--- src/rtl/satadd_pkg.sv ---
package satadd_pkg;
  localparam int INSN_W    = 32;
  localparam int REG_IDX_W = 5;
  localparam int OPC_W     = 6;
  localparam int XO_W      = 11;
  localparam logic [OPC_W-1:0] PRIMARY_OPC = 6'd4;
  localparam logic [XO_W-1:0]  EXT_OPC     = 11'd896;

  // strobes from decode to datapath
  typedef struct packed {
    logic                 fire;
    logic [REG_IDX_W-1:0] dest;
  } dpStrobe_t;
endpackage

--- src/rtl/sat_lane.sv ---
module sat_lane #(
  parameter int LANE_W = 32
) (
  input  logic [LANE_W-1:0] opA,
  input  logic [LANE_W-1:0] opB,
  output logic [LANE_W-1:0] laneSum,
  output logic              laneClamp
);
  localparam int MSB = LANE_W - 1;
  localparam logic [LANE_W-1:0] POS_LIMIT = {1'b0, {MSB{1'b1}}};
  localparam logic [LANE_W-1:0] NEG_LIMIT = {1'b1, {MSB{1'b0}}};

  logic [LANE_W-1:0] rawSum;
  logic              sameSign;

  always_comb begin
    rawSum    = opA + opB;
    sameSign  = (opA[MSB] == opB[MSB]);
    laneClamp = sameSign && (rawSum[MSB] != opA[MSB]);
    if (laneClamp)
      laneSum = opA[MSB] ? NEG_LIMIT : POS_LIMIT;
    else
      laneSum = rawSum;
  end
endmodule

--- src/rtl/sat_add_ctrl.sv ---
module sat_add_ctrl
  import satadd_pkg::*;
(
  input  logic                 instValid,
  input  logic [INSN_W-1:0]    instWord,
  output logic [REG_IDX_W-1:0] srcAIdx,
  output logic [REG_IDX_W-1:0] srcBIdx,
  output dpStrobe_t            strb
);
  logic [OPC_W-1:0] primField;
  logic [XO_W-1:0]  extField;
  logic             isMatch;

  always_comb begin
    // bit 0 of the word is the most significant bit
    primField = instWord[INSN_W-1 -: OPC_W];
    extField  = instWord[XO_W-1:0];
    srcAIdx   = instWord[INSN_W-1-OPC_W-REG_IDX_W -: REG_IDX_W];
    srcBIdx   = instWord[INSN_W-1-OPC_W-2*REG_IDX_W -: REG_IDX_W];
    isMatch   = (primField == PRIMARY_OPC) && (extField == EXT_OPC);
    strb.fire = instValid && isMatch;
    strb.dest = instWord[INSN_W-1-OPC_W -: REG_IDX_W];
  end
endmodule

--- src/rtl/sat_add_dpath.sv ---
module sat_add_dpath
  import satadd_pkg::*;
#(
  parameter int LANES  = 4,
  parameter int LANE_W = 32
) (
  input  logic                      clk,
  input  logic                      rst,
  input  dpStrobe_t                 strb,
  input  logic [LANES*LANE_W-1:0]   srcA,
  input  logic [LANES*LANE_W-1:0]   srcB,
  input  logic                      statWrEn,
  input  logic                      statWrData,
  output logic                      resValid,
  output logic [LANES*LANE_W-1:0]   resData,
  output logic [REG_IDX_W-1:0]      resDest,
  output logic                      satBit
);
  localparam int VEC_W = LANES * LANE_W;

  logic [VEC_W-1:0] laneSums;
  logic [LANES-1:0] clampVec;
  logic             anyClamp;

  for (genvar g = 0; g < LANES; g++) begin : gLane
    // lane 0 sits at the top of the vector
    localparam int HI = VEC_W - 1 - g * LANE_W;
    sat_lane #(.LANE_W(LANE_W)) uLane (
      .opA      (srcA[HI -: LANE_W]),
      .opB      (srcB[HI -: LANE_W]),
      .laneSum  (laneSums[HI -: LANE_W]),
      .laneClamp(clampVec[g])
    );

    // two non-negative operands never give a negative lane
    assert_pos_no_wrap_R4: assert property (@(posedge clk) disable iff (rst)
      (strb.fire && !srcA[HI] && !srcB[HI]) |=> !resData[HI]);
    // two negative operands never give a non-negative lane
    assert_neg_no_wrap_R4: assert property (@(posedge clk) disable iff (rst)
      (strb.fire && srcA[HI] && srcB[HI]) |=> resData[HI]);
  end

  assign anyClamp = |clampVec;

  always_ff @(posedge clk) begin
    if (rst) begin
      resValid <= 1'b0;
      resData  <= '0;
      resDest  <= '0;
      satBit   <= 1'b0;
    end else begin
      resValid <= strb.fire;
      if (strb.fire) begin
        resData <= laneSums;
        resDest <= strb.dest;
      end
      satBit <= (statWrEn ? statWrData : satBit) | (strb.fire & anyClamp);
    end
  end

  assert_valid_follows_R1: assert property (@(posedge clk) disable iff (rst)
    strb.fire |=> resValid);
  assert_sticky_hold_R7: assert property (@(posedge clk) disable iff (rst)
    (!statWrEn && satBit) |=> satBit);
  assert_write_set_R8: assert property (@(posedge clk) disable iff (rst)
    (statWrEn && statWrData) |=> satBit);
  assert_quiet_keeps_R7: assert property (@(posedge clk) disable iff (rst)
    (!statWrEn && !strb.fire) |=> $stable(satBit));
endmodule

--- src/rtl/vec_sat_word_adder.sv ---
module vec_sat_word_adder
  import satadd_pkg::*;
#(
  parameter int LANES  = 4,
  parameter int LANE_W = 32
) (
  input  logic                      clk,
  input  logic                      rst,
  input  logic                      instValid,
  input  logic [31:0]               instWord,
  output logic [4:0]                srcAIdx,
  output logic [4:0]                srcBIdx,
  input  logic [LANES*LANE_W-1:0]   srcA,
  input  logic [LANES*LANE_W-1:0]   srcB,
  input  logic                      statWrEn,
  input  logic                      statWrData,
  output logic                      resValid,
  output logic [LANES*LANE_W-1:0]   resData,
  output logic [4:0]                resDest,
  output logic                      satBit
);
  dpStrobe_t strb;

  sat_add_ctrl uCtrl (
    .instValid(instValid),
    .instWord (instWord),
    .srcAIdx  (srcAIdx),
    .srcBIdx  (srcBIdx),
    .strb     (strb)
  );

  sat_add_dpath #(.LANES(LANES), .LANE_W(LANE_W)) uDpath (
    .clk       (clk),
    .rst       (rst),
    .strb      (strb),
    .srcA      (srcA),
    .srcB      (srcB),
    .statWrEn  (statWrEn),
    .statWrData(statWrData),
    .resValid  (resValid),
    .resData   (resData),
    .resDest   (resDest),
    .satBit    (satBit)
  );

  assert_wrong_primary_R1: assert property (@(posedge clk) disable iff (rst)
    (instWord[31:26] != 6'd4) |=> !resValid);
  assert_wrong_ext_R1: assert property (@(posedge clk) disable iff (rst)
    (instWord[10:0] != 11'd896) |=> !resValid);
  assert_idle_R1: assert property (@(posedge clk) disable iff (rst)
    !instValid |=> !resValid);
endmodule

--- config.mk ---
export PLATFORM = sky130hd
export DESIGN_NAME = vec_sat_word_adder
export DESIGN_NICKNAME = d
export VERILOG_FILES = /design/src/rtl/satadd_pkg.sv /design/src/rtl/sat_lane.sv /design/src/rtl/sat_add_ctrl.sv /design/src/rtl/sat_add_dpath.sv /design/src/rtl/vec_sat_word_adder.sv
export SDC_FILE = /design/constraint.sdc
export NUM_CORES = 1
export LEC_CHECK = 0
export CORE_MARGIN = 5
export CORE_UTILIZATION = 32
export DETAILED_ROUTE_END_ITERATION = 6
export DONT_BUFFER_PORTS = 1
export GPL_ROUTABILITY_DRIVEN = 0
export PLACE_DENSITY = 0.55
export REMOVE_ABC_BUFFERS = 1
export SLEW_MARGIN = 20
export SYNTH_ARGS = -nofsm -noshare
export SYNTH_HDL_FRONTEND = slang
export SYNTH_HIERARCHICAL = 1
export SYNTH_SLANG_ARGS = --single-unit
export TNS_END_PERCENT = 50
--- constraint.sdc ---
create_clock -name clk -period 3.1 [get_ports clk]
set_input_delay 0.31 -clock clk [delete_from_list [all_inputs] [get_ports clk]]
set_output_delay 0.31 -clock clk [all_outputs]
set_load 0.02 [all_outputs]
==> reports/metrics.cfg <==
[status]
outcome = complete, no violations

[power_and_ir_drop]
p_per_area_nw_per_um2 = 419.4
peakVddDrop_uv = 381.8
p_total_w = 0.005996
p_leak_nw = 5.904

[finish]
drive_gt1_share_pct = 10.24
fillerInstances = 4338
multi_input_area_um2 = 9609
area_delta_synth_final_pct = 7.975
nNetsFinal = 2000
stdcell_area_um2 = 14300
regArea_um2 = 2703

[worst_setup_path]
path_max_fanout = 4
endpoint_kind = flop
cp_slowest_cell = fa_1
crit_required_ns = 3.45
max_stage_delay_ns = 0.43
start_kind = primary input
crit_chain = ha_1 -> fa_1 -> a211oi_1 -> o21ai_0 -> o2111ai_1 -> nand2_1 -> a221oi_1 -> o21ai_0 -> xor2_1 -> a21o_1 -> mux2i_1 -> nor2_1
crit_top_cell = o21ai_0
arrival_ns = 2.87
critPathKind = in -> reg

[yosys]
synthTopCellsByArea = dfxtp_1 20%, ha_1 12%, mux2i_1 10%
synth.most_common_cell = nor2_1
synth.distinct_cells = 82
synth_edf_count = 0
syn-instance-count = 1602
synth_fa_ha_area_share_pct = 12.62
yosys_register_bits = 135
synth_top_family_by_area = compound AO/OA/AOI/OAI gates
ys.flop_type = dfxtp_1
synth_area_um2 = 13240
post-synth-top-area-cell = dfxtp_1
synthSimpleGateAreaFrac_pct = 15.59
ys_seq_area_share_pct = 20.41
muxShareOfSynthArea_pct = 10.13
synth_commonest_cells = 193 x nor2_1, 135 x dfxtp_1, 134 x a21oi_1, 134 x mux2i_1, 124 x ha_1
ys.warnings.count = 6
yosys.area_share.xor_xnor_pct = 6.879
async_flop_share_pct = 0
syn_avg_cell_area_um2 = 8.266
synth_top_area_share_pct = 20.41
synth_compound_area_share_pct = 27.30

[clock_tree]
clk_latency_ns = 0.48
cts_tree = built
cts_setup_buffers = 0
clkTransAtPathRegs_ns = 0.07
cts_inserted_buffers = 17
cts.sinks = 135
cts_max_path_buffers = 2
clockRootBuffer = clkbuf_16
htreeDepth = 4

[sta]
min_period_ns = 2.527
final-setup-viol-count = 0
finalHoldViolations = 0
maxSlewHeadroom_pct = 48.65
fin_worst_skew_ns = 0
tns_ns = 0
fin_ws_ns = 0.5734
fmax_mhz = 395.8
rsz0062_at_grt = no
slew_viol_final = 0
fin_crit_sh_pct = 81.50
worstMarginPinSlew_ns = 0.7703
whs_ns = 0.1205

[route]
drc = 0
wl_per_cell_um = 20.29
routed_wl_mm = 43.11
ant_nets = 0
first_pass_iters = 5
vias = 11827
drtIter0Drc = 705
vias_per_cell = 5.566

[floorplanning]
die_height_um = 213.4
die_area_um2 = 45550
fp.coreArea_um2 = 40920
ios = 438
die_w_um = 213.4
start_util_pct = 32.36
rows = 74

[placement]
numPortBuffers = 0
hpwlAfterDp_mm = 34.14
dp_slack_ns = 0.1230
place_area_um2 = 13630

[grt]
grt_max_degree = 136
grt_pass1_wl_mm = 66.20
antenna_found_initial = 1
gr-total-overflow = 0
grt_pass1_vias = 11734
grt.total_usage_pct = 18.25

[worst_hold_path]
min_path_type = in -> reg

[job]
max-cap-violations = 0

-- metrics by stage --
stage | util (%) | instances
6_report | 34.94 | 2125
5_1_grt | 34.94 | 2125
4_1_cts | 34.93 | 2124
3_5_place_dp | 33.30 | 2086
3_3_place_gp | 33.30 | 2086
2_1_floorplan | - | 1497
-- path summary, 6_finish.rpt --
check | slack [ns] | startpoint | to | cells after the start
worst max-delay path | 0.57 | srcA[64] | uDpath/resData[84] | 12
worst min-delay path | 0.12 | srcA[95] | uDpath/resData[95] | 3
worst max register to register | 2.07 | uDpath/satBit | uDpath/satBit | 2
worst min register to register | 0.61 | uDpath/resDest[2] | uDpath/resDest[2] | 2
-- final cells by class --
cell class | instances | share of cell area [%]
Sequential cell | 135 | 18.90
Tap cell | 532 | 4.656
Clock inverter | 13 | 1.024
Inverter | 36 | 0.9451
Timing Repair Buffer | 63 | 4.148
Multi-Input combinational cell | 1326 | 67.21
Clock buffer | 19 | 3.098
Antenna cell | 1 | 0.01750
-- repair_timing --
item,CTS,global route
hold buffers,6,0
hold endpoints to repair,135,0
gates resized for setup,0,0
-- flip-flops by register name, summed over array words and instances, names as in the netlist --
| name | count |
|---|---|
| uDpath/resDest | 5 |
| uDpath/resData | 128 |
| uDpath/resValid | 1 |
| uDpath/satBit | 1 |
-- cell usage in the layout (no fill, tap or decap), drive strengths merged, types with 19 or more instances in the layout --
master	n
a21o	122
a21oi	154
buf	58
clkbuf	19
dfxtp	135
ha	124
inv	39
mux2i	134
nand2	91
nand3	26
nand4	27
nor2	195
o21ai	110
xnor2	50
xor2	54
-- routing by layer --
layer,vias to the layer above,global-route usage [%],wire length (µm)
li1,5806,-,-
met1,5570,22.29,18010
met2,402,30.18,20570
met3,49,5.925,3483
met4,0,6.689,1045
met5,-,0,0
-- critical path: cells and delay by family --
family	cells	cell delay [ns]
AND/OR/NAND/NOR	2	0.23
AO/OA/AOI/OAI	6	1.41
XOR/XNOR	1	0.15
multiplexers	1	0.13
adder cells (fa/ha/maj)	2	0.64
-- kinds of logic (layout without fill, tap and decap cells) --
family | Yosys count | count (layout)
XOR/XNOR | 104 | 104
AO/OA/AOI/OAI | 523 | 523
flip-flops | 135 | 135
other | 0 | 1
adder cells (fa/ha/maj) | 132 | 132
buffers and inverters | 141 | 131
multiplexers | 134 | 134
AND/OR/NAND/NOR | 433 | 433
-- where the power goes --
group	switching [W]	internal (W)
clock	0.000911	0.00121
combinational	0.00120	0.000943
sequential	0.00000217	0.00174
No activity file was read; power rests on OpenSTA's default activity.
